File: config.mk
export PLATFORM = sky130hd
export DESIGN_NAME = serHostRegs
export DESIGN_NICKNAME = d
export VERILOG_FILES = /design/src/rtl/serHostPkg.sv /design/src/rtl/serHostDecode.sv /design/src/rtl/serHostRegFile.sv /design/src/rtl/serHostRegs.sv
export SDC_FILE = /design/constraint.sdc
export NUM_CORES = 1
export LEC_CHECK = 0
export BUFFER_PORTS_ARGS = -buffer_cell sky130_fd_sc_hd__buf_2
export CAP_MARGIN = 20
export CORE_MARGIN = 4
export CORE_UTILIZATION = 43
export CTS_BUF_LIST = sky130_fd_sc_hd__clkbuf_8
export DETAILED_ROUTE_END_ITERATION = 7
export GPL_ROUTABILITY_DRIVEN = 1
export MAX_ROUTING_LAYER = met4
export PLACE_DENSITY_LB_ADDON = 0.08
export SLEW_MARGIN = 20
export SYNTH_ARGS = -nofsm -noshare
export SYNTH_HDL_FRONTEND = slang
export SYNTH_SLANG_ARGS = --single-unit
File: constraint.sdc
create_clock -name clk -period 1.15 [get_ports clk]
set_input_delay 0.23 -clock clk [delete_from_list [all_inputs] [get_ports clk]]
set_output_delay 0.23 -clock clk [all_outputs]
set_load 0.1 [all_outputs]
File: src/rtl/serHostPkg.sv
package serHostPkg;
  localparam int OFS_DATA   = 0;
  localparam int OFS_STATUS = 1;
  localparam int OFS_CMD    = 2;
  localparam int OFS_SETUP  = 3;

  // strobes from access decode to the register datapath
  typedef struct packed {
    logic txLoad;
    logic rxAck;
    logic statusRd;
    logic cmdWr;
    logic setupWr;
  } hostStrobes_t;
endpackage

File: src/rtl/serHostDecode.sv
module serHostDecode
  import serHostPkg::*;
#(
  parameter int ADDR_W = 2
) (
  input  logic              sel,
  input  logic              wrEn,
  input  logic              rdEn,
  input  logic [ADDR_W-1:0] addr,
  output hostStrobes_t      stb
);
  logic wrAcc, rdAcc;

  always_comb begin
    wrAcc        = sel & wrEn;
    rdAcc        = sel & rdEn;
    stb.txLoad   = wrAcc & (addr == ADDR_W'(OFS_DATA));
    stb.cmdWr    = wrAcc & (addr == ADDR_W'(OFS_CMD));
    stb.setupWr  = wrAcc & (addr == ADDR_W'(OFS_SETUP));
    stb.rxAck    = rdAcc & (addr == ADDR_W'(OFS_DATA));
    stb.statusRd = rdAcc & (addr == ADDR_W'(OFS_STATUS));
  end
endmodule

File: src/rtl/serHostRegFile.sv
module serHostRegFile
  import serHostPkg::*;
#(
  parameter int DATA_W = 8,
  parameter int ADDR_W = 2,
  parameter int RATE_W = 4
) (
  input  logic              clk,
  input  logic              rst_n,
  input  hostStrobes_t      stb,
  input  logic [ADDR_W-1:0] addr,
  input  logic [DATA_W-1:0] wrData,
  input  logic [DATA_W-1:0] rxData,
  input  logic              rxFull,
  input  logic              txEmpty,
  input  logic              errOverrun,
  input  logic              errFraming,
  input  logic              errParity,
  input  logic              dsrLevel,
  input  logic              dcdLevel,
  output logic [DATA_W-1:0] rdData,
  output logic              irqN,
  output logic              rtsPin,
  output logic              dtrPin,
  output logic              txBreak,
  output logic              echoEn,
  output logic              parityEn,
  output logic [1:0]        parityMode,
  output logic              stopSel,
  output logic [1:0]        wordLen,
  output logic              rxClkInt,
  output logic [RATE_W-1:0] rateSel,
  output logic              rxIntEn,
  output logic              txIntEn
);
  localparam int STAT_W = 8;

  logic [DATA_W-1:0] cmdReg, setupReg;
  logic              irqBit, condPrev, irqCond, condRise;
  logic [STAT_W-1:0] statusByte;

  always_ff @(posedge clk) begin
    if (!rst_n) begin
      cmdReg   <= '0;
      setupReg <= '0;
      irqBit   <= 1'b0;
      condPrev <= 1'b0;
    end else begin
      if (stb.cmdWr)   cmdReg   <= wrData;
      if (stb.setupWr) setupReg <= wrData;
      condPrev <= irqCond;
      if (condRise)          irqBit <= 1'b1;
      else if (stb.statusRd) irqBit <= 1'b0;
    end
  end

  // command decode
  always_comb begin
    rtsPin     = (cmdReg[3:2] == 2'b00);
    txIntEn    = (cmdReg[3:2] == 2'b01);
    txBreak    = (cmdReg[3:2] == 2'b11);
    rxIntEn    = ~cmdReg[1];
    dtrPin     = ~cmdReg[0];
    echoEn     = cmdReg[4];
    parityEn   = cmdReg[5];
    parityMode = cmdReg[7:6];
  end

  // setup decode
  always_comb begin
    stopSel  = setupReg[7];
    wordLen  = setupReg[6:5];
    rxClkInt = setupReg[4];
    rateSel  = setupReg[RATE_W-1:0];
  end

  always_comb begin
    irqCond  = (rxFull & rxIntEn) | (txEmpty & txIntEn);
    condRise = irqCond & ~condPrev;
    irqN     = ~irqBit;
    statusByte = {irqBit, dsrLevel, dcdLevel, txEmpty, rxFull,
                  errOverrun, errFraming, errParity};
  end

  always_comb begin
    unique case (addr)
      ADDR_W'(OFS_DATA):   rdData = rxData;
      ADDR_W'(OFS_STATUS): rdData = DATA_W'(statusByte);
      default:             rdData = '0;
    endcase
  end
endmodule

File: src/rtl/serHostRegs.sv
module serHostRegs
  import serHostPkg::*;
#(
  parameter int DATA_W = 8,
  parameter int ADDR_W = 2,
  parameter int RATE_W = 4
) (
  input  logic              clk,
  input  logic              rst_n,
  input  logic              sel,
  input  logic              wrEn,
  input  logic              rdEn,
  input  logic [ADDR_W-1:0] addr,
  input  logic [DATA_W-1:0] wrData,
  output logic [DATA_W-1:0] rdData,
  output logic [DATA_W-1:0] txData,
  output logic              txLoad,
  input  logic              txEmpty,
  input  logic [DATA_W-1:0] rxData,
  input  logic              rxFull,
  output logic              rxAck,
  input  logic              errOverrun,
  input  logic              errFraming,
  input  logic              errParity,
  input  logic              dsrLevel,
  input  logic              dcdLevel,
  output logic              irqN,
  output logic              rtsPin,
  output logic              dtrPin,
  output logic              txBreak,
  output logic              echoEn,
  output logic              parityEn,
  output logic [1:0]        parityMode,
  output logic              stopSel,
  output logic [1:0]        wordLen,
  output logic              rxClkInt,
  output logic [RATE_W-1:0] rateSel
);
  hostStrobes_t stb;
  logic         rxIntEn, txIntEn;

  serHostDecode #(.ADDR_W(ADDR_W)) decode_i (
    .sel(sel), .wrEn(wrEn), .rdEn(rdEn), .addr(addr), .stb(stb)
  );

  serHostRegFile #(.DATA_W(DATA_W), .ADDR_W(ADDR_W), .RATE_W(RATE_W)) regs_i (
    .clk(clk), .rst_n(rst_n), .stb(stb), .addr(addr), .wrData(wrData),
    .rxData(rxData), .rxFull(rxFull), .txEmpty(txEmpty),
    .errOverrun(errOverrun), .errFraming(errFraming), .errParity(errParity),
    .dsrLevel(dsrLevel), .dcdLevel(dcdLevel), .rdData(rdData), .irqN(irqN),
    .rtsPin(rtsPin), .dtrPin(dtrPin), .txBreak(txBreak), .echoEn(echoEn),
    .parityEn(parityEn), .parityMode(parityMode), .stopSel(stopSel),
    .wordLen(wordLen), .rxClkInt(rxClkInt), .rateSel(rateSel),
    .rxIntEn(rxIntEn), .txIntEn(txIntEn)
  );

  assign txData = wrData;
  assign txLoad = stb.txLoad;
  assign rxAck  = stb.rxAck;
endmodule

==> metrics.log, run 1 <==
INFO  metric synth_seq_cells = 18
INFO  metric synth_most_common_cell = dfxtp_1
INFO  metric synth_top_family_by_area = simple AND/OR/NAND/NOR gates
INFO  metric cts-hold-fix-buffers = 0
INFO  metric fp-row-count = 17
INFO  metric grt-worst-endpoint = rdData[7]
INFO  metric synth_top_flop_cell = dfxtp_1
INFO  metric asyncSetResetFlopFracSynth = 0%
INFO  metric synth_cells = between 100 and 150
INFO  metric syn_area_cell = between 9 and 10 um^2
INFO  metric die_h = 55.89 um
INFO  metric synthMuxAreaShare = 8.122%
INFO  metric synth_compound_gate_area_share = 15.48%
INFO  metric antenna_found_initial = 1
INFO  metric grt_start_max_net_pins = 28
INFO  metric status = stopped before the end
INFO  metric synth_top_cell_by_area = dfxtp_1
INFO  metric cts_buffer_depth = 2
INFO  metric yosys.area_share.xor_xnor = 0%
INFO  metric total_placed_cells_including_tap_cells = about 190
INFO  metric synth_adder_area_share = 0%
INFO  metric fp.dieW = 55.89 um
INFO  metric ys_top_cells_by_area = dfxtp_1 37%, o21ai_2 13%, buf_4 8.4%
INFO  metric synth_seq_area_share = 36.55%
INFO  metric synth_simple_gate_area_share = between 20% and 30%
INFO  metric clk_root_buffer_cell = clkbuf_8
INFO  metric netlist.area_leader.share = a little over a third
INFO  metric cts_htree_levels = 1
INFO  metric dp_hpwl = 2628 um
INFO  metric place.gp.congestion = between 0.7 and 0.8
INFO  metric terminating_stage_of_the_flow = global routing
INFO  metric portBuffers = 63
INFO  metric post_synth_most_frequent_cells = 18 x dfxtp_1, 15 x o21ai_2, 12 x nand3_1
INFO  metric post_synth_num_cell_types = 21
INFO  metric postSynthNetCount = 138
INFO  metric cts_num_sinks = 18
INFO  metric placement.cell_area = 0.001904 mm^2
INFO  metric synth-edff-count = 0
INFO  metric synthesis.area = 985.9 um^2
INFO  metric effective_utilization_at_floorplan = 45.00%
INFO  metric flow.first_error = [ERROR DPL-0033] detailed placement checks failed during check placement.
INFO  metric io_pins = 64
INFO  metric worst_endpoint_kind_after_the_last_repair = primary output
INFO  metric synthesis.yosys.warnings = 0
INFO  metric tritoncts_buffer_count = 3
kinds of logic after synthesis:
family	Yosys count
buffers and inverters	20
multiplexers	8
AO/OA/AOI/OAI	18
flip-flops	18
AND/OR/NAND/NOR	44
through the flow:
| stage | setup WS [ps] | hold slack, ps | utilization (%) |
|---|---|---|---|
| 3_5_place_dp | -276.1 | 471.2 | 86.92 |
| 4_1_cts | -87.18 | 276.3 | 95.49 |
| 2_1_floorplan | -242.5 | 386.4 | - |
| 3_3_place_gp | -207.8 | 459.6 | 86.92 |
repair_timing:
item / in CTS
endpoints found under the setup margin: 18
pin swaps: 4
gates cloned: 1
gates resized for setup: 24
buffers inserted: 2
==> run 2: changes to the inputs <==
CORE_AREA = 4 4 65 67   (was unset)
CORE_MARGIN = unset   (was 4)
CORE_UTILIZATION = unset   (was 43)
CTS_BUF_LIST = unset   (was sky130_fd_sc_hd__clkbuf_8)
DIE_AREA = 0 0 69 71   (was unset)
MAX_ROUTING_LAYER = unset   (was met4)
PLACE_DENSITY_LB_ADDON = 0.15   (was 0.08)
==> metrics.log, run 2 <==
INFO  metric status = finished with violations (was stopped before the end)
INFO  metric violated_checks = setup timing
INFO  metric synth_top_flop_cell = dfxtp_1 (unchanged)
INFO  metric globalRouteTotalUtil = approximately 11%
INFO  metric cap_violations = 0
INFO  metric netSwitchingPower = 0.7691 mW
INFO  metric fmax = 0.8184 GHz
INFO  metric first_global_vias = 1021
INFO  metric timing.hold.worst_endpoint = regs_i.cmdReg[4]
INFO  metric cts-hold-fix-buffers = 0 (unchanged)
INFO  metric effective_utilization_at_floorplan = 27.13% (was 45.00%)
INFO  metric register_to_register_path_depth = 3
INFO  metric slew_headroom = 67.20%
INFO  metric place.gp.congestion = 0.7262 (was 0.7742)
INFO  metric antenna_found_initial = 0
INFO  metric cts_htree_levels = 1 (unchanged)
INFO  metric flow.area_growth_from_synthesis = 109.4%
INFO  metric portBuffers = 63 (unchanged)
INFO  metric cts_tree = built
INFO  metric holdPathStages = 3
INFO  metric firstDrtPassIters = 4
INFO  metric pwr-share-seq = about 32%
INFO  metric syn_area_cell = 9.129 um^2 (unchanged)
INFO  metric top_regs = regs_i.cmdReg (8), regs_i.setupReg (8)
INFO  metric worst_clock_skew = 1.842 ps
INFO  metric synth-edff-count = 0 (unchanged)
INFO  metric worst_r2r_startpoint = regs_i.irqBit
INFO  metric preCtsSetupSlack = -201.9 ps (was -276.1 ps)
INFO  metric synth_top_cell_by_area = dfxtp_1 (unchanged)
INFO  metric crit_path_end_kind = primary output
INFO  metric synthesis.area = 985.9 um^2 (unchanged)
INFO  metric layout_commonest_cell = buf_12
INFO  metric postSynthNetCount = 138 (unchanged)
INFO  metric post_synth_most_frequent_cells = 18 x dfxtp_1, 15 x o21ai_2, 12 x nand3_1 (unchanged)
INFO  metric worstPathRequired = 920 ps
INFO  metric synthesis.yosys.warnings = 0 (unchanged)
INFO  metric grtUsageMet1 = 12.37%
INFO  metric io_pins = 64 (unchanged)
INFO  metric synth_seq_area_share = 36.55% (unchanged)
INFO  metric clkSlewWorstSetupHoldPaths = 70 ps
INFO  metric synth_cells = 108 (unchanged)
INFO  metric netlist.area_leader.share = 36.55% (unchanged)
INFO  metric worst-endpoint-arrival = between 900 and 1000 ps
INFO  metric post-route-period-util = 106.3%
INFO  metric synth_most_common_cell = dfxtp_1 (unchanged)
INFO  metric wire_length_of_the_first_global_routing_pass = 4726 um
INFO  metric timing.final.hold_violations = 0
INFO  metric final_wl = approximately 2800 um
INFO  metric floorplan.die_area = 0.004899 mm^2
INFO  metric worst-slew-pin-transition = between 400 and 500 ps
INFO  metric clk_latency = 250 ps
INFO  metric met3_usage = 4.545%
INFO  metric tritoncts_buffer_count = 3 (unchanged)
INFO  metric setup.worst_path.class = reg -> out
INFO  metric busiest_layer = met2
INFO  metric timing.reg2reg.setup_slack = 250 ps
INFO  metric cts_buffer_depth = 2 (unchanged)
INFO  metric drt_first_iter_violations = 10
INFO  metric powerDensity = 987.3 mW/mm^2
INFO  metric dp_hpwl = 2253 um (was 2628 um)
INFO  metric report.final.setup_viol = 3
INFO  metric die_h = 71 um (was 55.89 um)
INFO  metric cp_cell_sequence = mux2i_2 -> nor2_4 -> buf_12
INFO  metric grt_start_max_net_pins = 28
INFO  metric gr_met2_demand_resource = 21.40%
INFO  metric viasPerCell = 4.495
INFO  metric critical_path.slowest_cell = dfxtp_2
INFO  metric mostFrequentLayoutCells = 37 x buf_12, 27 x buf_2, 15 x o21ai_2
INFO  metric worst_ir_drop_vdd = roughly 0.8 mV
INFO  metric wl_per_cell = 12.81 um
INFO  metric drt.antenna.violating_nets = 0
INFO  metric coreArea = 0.003633 mm^2
INFO  metric power_frac_comb = 43.2%
INFO  metric fin_nets = 199
INFO  metric synth_seq_cells = 18 (unchanged)
INFO  metric switching_share = 37.73%
INFO  metric asyncSetResetFlopFracSynth = 0% (unchanged)
INFO  metric power_report.internal_total = 1.269 mW
INFO  metric critical_path.max_stage_delay = 330 ps
INFO  metric period_minus_slack = 1222 ps
INFO  metric setup_ws = -71.89 ps
INFO  metric post_synth_num_cell_types = 21 (unchanged)
INFO  metric holdCritPathClass = in -> reg
INFO  metric fraction_of_final_layout_cells_with_drive_strength_greater_than_1 = 76.19%
INFO  metric total_gr_overflow = 0
INFO  metric route.vias.total = 971
INFO  metric hold_path_startpoint = wrData[4]
INFO  metric fp-row-count = 22 (was 17)
INFO  metric endpoint_of_the_worst_register_to_register_path = regs_i.irqBit
INFO  metric power.share.clock = 24.6%
INFO  metric ys_top_cells_by_area = dfxtp_1 37%, o21ai_2 13%, buf_4 8.4% (unchanged)
INFO  metric p_leak = 0.8622 nW
INFO  metric holdWs = 292.9 ps
INFO  metric cts_num_sinks = 18 (unchanged)
INFO  metric critical_path_maximum_fanout = 2
INFO  metric rsz0062_at_grt = true
INFO  metric clk_root_buffer_cell = clkbuf_8 (unchanged)
INFO  metric worst_setup_path_start_kind = flip-flop
INFO  metric drc_errors = 0
INFO  metric num_antenna_cells = 0
INFO  metric fp.dieW = 69 um (was 55.89 um)
INFO  metric timing_max_transition_violations_final = 0
[run 2: cell counts after synthesis]
Identical to the previous run, type by type.
[run 2: final cells by class]
class                   instances  area (um^2)
inverters                       3        13.76
fillers                       319         1569
clock buffers                   4        55.05
repair buffers                 73        947.2
multi-input cells              70        606.8
flip-flops and latches         18        381.6
well taps                      48        60.06
[run 2: cell families (layout without fill, tap and decap cells)]
group           Yosys count  after routing  share of synthesized area, %
buf+inv                  20             80                         13.70
simple gates             44             44                         26.14
mux                       8              8                         8.122
compound gates           18             18                         15.48
flops                    18             18                         36.55
[run 2: worst max-delay path by stage]
| stage | start | to | slack [ps] |
|---|---|---|---|
| after global routing | regs_i.irqBit | rdData[7] | -110 |
| final | regs_i.irqBit | rdData[7] | -70 |
| after CTS | regs_i.irqBit | rdData[7] | -80 |
| after global placement | addr[0] | regs_i.cmdReg[2] | -170 |
| after detailed placement | addr[0] | regs_i.cmdReg[0] | -200 |
| after floorplan | addr[0] | rxAck | -240 |
[run 2: per-layer routing]
metal / up-vias / part of all wire [%]
met3: 2 / 7.6
met1: 448 / 36
li1: 489 / -
met2: 32 / 56
met5: - / 0
met4: 0 / 0.33
[run 2: critical path, delay by kind of cell, from the launching register on]
family	cells	cell delay, ps
buf+inv	1	160
mux	1	200
flops	1	330
simple gates	1	50
[run 2: power by group through the flow]
stage / sequential [mW] / clock (mW) / combinational, mW
6_report: 0.657 / 0.501 / 0.880
5_1_grt: 0.659 / 0.554 / 0.913
4_1_cts: 0.660 / 0.518 / 0.876
3_5_place_dp: 0.674 / 0 / 0.850
3_3_place_gp: 0.673 / 0 / 0.840
2_1_floorplan: 0.720 / 0 / 0.501
[run 2: metrics by stage]
step | util (%) | cell area, um^2 | total power, mW | setup TNS [ps] | std cells
after floorplan | - | 1124 | 1.221 | -1018 | 108
after global placement | 53.31 | 1937 | 1.514 | -2818 | 210
after detailed placement | 53.31 | 1937 | 1.523 | -3377 | 210
after CTS | 55.92 | 2032 | 2.055 | -168.6 | 215
after global routing | 56.82 | 2064 | 2.126 | -236.4 | 216
final | 56.82 | 2064 | 2.038 | -94.62 | 216
[run 2: repair_timing]
action,CTS,global route
gates resized for setup,11,8
hold endpoints to repair,0,0
endpoints found under the setup margin,12,10
buffers inserted,2,1
pin swaps,2,2
(Power assumes the default switching activity.)
==> run 3: changes to the inputs <==
ABC_AREA = 1   (was unset)
==> metrics.log, run 3 <==
INFO  metric p_leak = 1.047 nW (was 0.8622 nW)
INFO  metric clkSlewWorstSetupHoldPaths = 70 ps (about the same)
INFO  metric portBuffers = 63 (unchanged)
INFO  metric synth_top_flop_cell = dfxtp_1 (unchanged)
INFO  metric fmax = 0.8370 GHz (was 0.8184 GHz)
INFO  metric layout_commonest_cell = buf_12 (unchanged)
INFO  metric pwr-share-seq = 30.0% (was 32.2%)
INFO  metric place.gp.congestion = 0.7326 (was 0.7262)
INFO  metric netSwitchingPower = 0.9101 mW (was 0.7691 mW)
INFO  metric worst_clock_skew = 1.519 ps (was 1.842 ps)
INFO  metric timing_max_transition_violations_final = 0 (unchanged)
INFO  metric first_global_vias = 1077 (was 1021)
INFO  metric finalNonFillerCells = 267 (was 216)
INFO  metric ys_top_cells_by_area = dfxtp_1 37%, nand2_1 18%, nor2_1 14% (was dfxtp_1 37%, o21ai_2 13%, buf_4 8.4%)
INFO  metric globalRouteTotalUtil = 11.44% (was 11.48%)
INFO  metric mostFrequentLayoutCells = 36 x buf_12, 33 x nor2_1, 31 x nand2_1 (was 37 x buf_12, 27 x buf_2, 15 x o21ai_2)
INFO  metric clk_latency = 250 ps (about the same)
INFO  metric worst_ir_drop_vdd = 0.7709 mV (was 0.8133 mV)
INFO  metric worst_setup_path_start_kind = flip-flop (unchanged)
INFO  metric die_h = 71 um (unchanged)
INFO  metric antenna_found_initial = 0 (unchanged)
INFO  metric wire_length_of_the_first_global_routing_pass = 4671 um (was 4726 um)
INFO  metric fraction_of_final_layout_cells_with_drive_strength_greater_than_1 = 56.62% (was 76.19%)
INFO  metric slew_headroom = 77.67% (was 67.20%)
INFO  metric clk_root_buffer_cell = clkbuf_8 (unchanged)
INFO  metric asyncSetResetFlopFracSynth = 0% (unchanged)
INFO  metric cap_violations = 0 (unchanged)
INFO  metric crit_path_end_kind = primary output (unchanged)
INFO  metric firstDrtPassIters = 4 (unchanged)
INFO  metric holdCritPathClass = in -> reg (unchanged)
INFO  metric power_frac_comb = 46.8% (was 43.2%)
INFO  metric cts_buffer_depth = 2 (unchanged)
INFO  metric total_gr_overflow = 0 (unchanged)
INFO  metric worst-endpoint-arrival = 960 ps (was 990 ps)
INFO  metric rsz0062_at_grt = true (unchanged)
INFO  metric synth_seq_area_share = 36.55% (unchanged)
INFO  metric tritoncts_buffer_count = 3 (unchanged)
INFO  metric worstPathRequired = 920 ps (about the same)
INFO  metric period_minus_slack = 1195 ps (was 1222 ps)
INFO  metric syn_area_cell = 6.240 um^2 (was 9.129 um^2)
INFO  metric fp-row-count = 22 (unchanged)
INFO  metric flow.area_growth_from_synthesis = 131.2% (was 109.4%)
INFO  metric wl_per_cell = 10.68 um (was 12.81 um)
INFO  metric synthesis.area = 985.9 um^2 (unchanged)
INFO  metric setup_ws = -44.71 ps (was -71.89 ps)
INFO  metric post-route-period-util = 103.9% (was 106.3%)
INFO  metric synth-edff-count = 0 (unchanged)
INFO  metric powerDensity = 984.3 mW/mm^2 (was 987.3 mW/mm^2)
INFO  metric synth_top_cell_by_area = dfxtp_1 (unchanged)
INFO  metric detailroute.wirelength.met3 = 195 um (was 209 um)
INFO  metric post_synth_num_cell_types = 14 (was 21)
INFO  metric synth_seq_cells = 18 (unchanged)
INFO  metric synthesis.yosys.warnings = 0 (unchanged)
INFO  metric synth_cells = 158 (was 108)
INFO  metric total_placed_cells_including_tap_cells = 261 (was 210)
INFO  metric placement.cell_area = 0.002009 mm^2 (was 0.001937 mm^2)
INFO  metric postSynthNetCount = 188 (was 138)
INFO  metric grt_start_max_net_pins = 17 (was 28)
INFO  metric coreArea = 0.003633 mm^2 (unchanged)
INFO  metric cts_htree_levels = 1 (unchanged)
INFO  metric power = 2.244 mW (was 2.038 mW)
INFO  metric critical_path_maximum_fanout = 2 (unchanged)
INFO  metric top_regs = regs_i.cmdReg (8), regs_i.setupReg (8) (unchanged)
INFO  metric floorplan.die_area = 0.004899 mm^2 (unchanged)
INFO  metric cts_tree = built (unchanged)
INFO  metric cts_num_sinks = 18 (unchanged)
INFO  metric holdWs = 233.1 ps (was 292.9 ps)
INFO  metric report.final.setup_viol = 3 (unchanged)
INFO  metric route.vias.total = 1124 (was 971)
INFO  metric switching_share = 40.56% (was 37.73%)
INFO  metric netlist.area_leader.share = 36.55% (unchanged)
INFO  metric dp_hpwl = 2334 um (was 2253 um)
INFO  metric fp.dieW = 69 um (unchanged)
INFO  metric layout.filler_cells = 320 (was 319)
INFO  metric effective_utilization_at_floorplan = 27.13% (unchanged)
INFO  metric met2_wirelength = 1480 um (was 1544 um)
INFO  metric worst-slew-pin-transition = 334.2 ps (was 491.9 ps)
INFO  metric drc_errors = 0 (unchanged)
INFO  metric setup.worst_path.class = reg -> out (unchanged)
INFO  metric status = finished with violations (unchanged)
INFO  metric timing.final.hold_violations = 0 (unchanged)
INFO  metric viasPerCell = 4.210 (was 4.495)
INFO  metric power_report.internal_total = 1.334 mW (was 1.269 mW)
INFO  metric io_pins = 64 (unchanged)
INFO  metric drt.antenna.violating_nets = 0 (unchanged)
INFO  metric drt_first_iter_violations = 23 (was 10)
INFO  metric power.share.clock = 23.3% (was 24.6%)
INFO  metric wl_on_met1 = 1138 um (was 1005 um)
INFO  metric synth_most_common_cell = nand2_1 (was dfxtp_1)
INFO  metric final_area = 0.002280 mm^2 (was 0.002064 mm^2)
INFO  metric fin_nets = 250 (was 199)
INFO  metric num_antenna_cells = 0 (unchanged)
INFO  metric top_layer_used = met4 (unchanged)
INFO  metric post_synth_most_frequent_cells = 48 x nand2_1, 36 x nor2_1, 18 x dfxtp_1, 18 x nand3_1, 17 x inv_1 (was 18 x dfxtp_1, 15 x o21ai_2, 12 x nand3_1)
INFO  metric final_wl = 2851 um (was 2767 um)
INFO  metric violated_checks = setup timing (unchanged)
run 3: critical path: stages (launching register included):
cell	delay, ps
dfxtp_2	330
inv_2	60
o21ai_4	130
buf_12	190
run 3: area by class of cell:
cell class	count	area (um^2)	area share, %
timing repair buffer	71	919.6	40.34
multi-input combinational	108	764.5	33.53
sequential	18	381.6	16.74
inverter	18	98.84	4.336
tap	48	60.06	2.634
clock buffer	4	55.05	2.415
run 3: cells by family after synthesis:
family          synth area share [%]
buf+inv                        17.39
flops                          36.55
compound gates                 2.031
simple gates                   44.04
run 3: through the flow:
stage	setup slack [ps]	TNS [ps]	utilization [%]
2_1_floorplan	-498.0	-507.9	-
3_3_place_gp	-122.8	-886.0	55.30
3_5_place_dp	-142.2	-1050	55.30
4_1_cts	-57.26	-195.5	60.81
5_1_grt	-78.68	-210.3	62.74
6_report	-44.71	-80.15	62.74
run 3: timing repair:
action	CTS	global route
pin swaps	3	2
gates resized for setup	35	13
hold buffers	0	0
setup endpoints to repair	12	11
setup buffers	2	0
run 3: power groups by stage:
stage                     Sequential, mW  Combinational [mW]  Clock (mW)
after detailed placement           0.688               0.975           0
after floorplan                    0.766               0.555           0
after CTS                          0.674                1.03       0.535
final                              0.673                1.05       0.522
after global placement             0.687               0.970           0
after global routing               0.676                1.09       0.566
run 3: final timing paths:
path | start | end | slack [ps] | cells after the start
max reg2reg | regs_i.cmdReg[2] | regs_i.irqBit | 280 | 5
min reg2reg | regs_i.cmdReg[1] | regs_i.cmdReg[1] | 490 | 2
max | regs_i.irqBit | rdData[7] | -40 | 3
min | rst_n | regs_i.cmdReg[1] | 230 | 3
run 3: per-layer routing:
metal  GRT usage, %  vias up
met1          12.85      496
li1               -      590
met5              0        -
met3          3.693        4
met4          3.905        0
met2          20.34       34
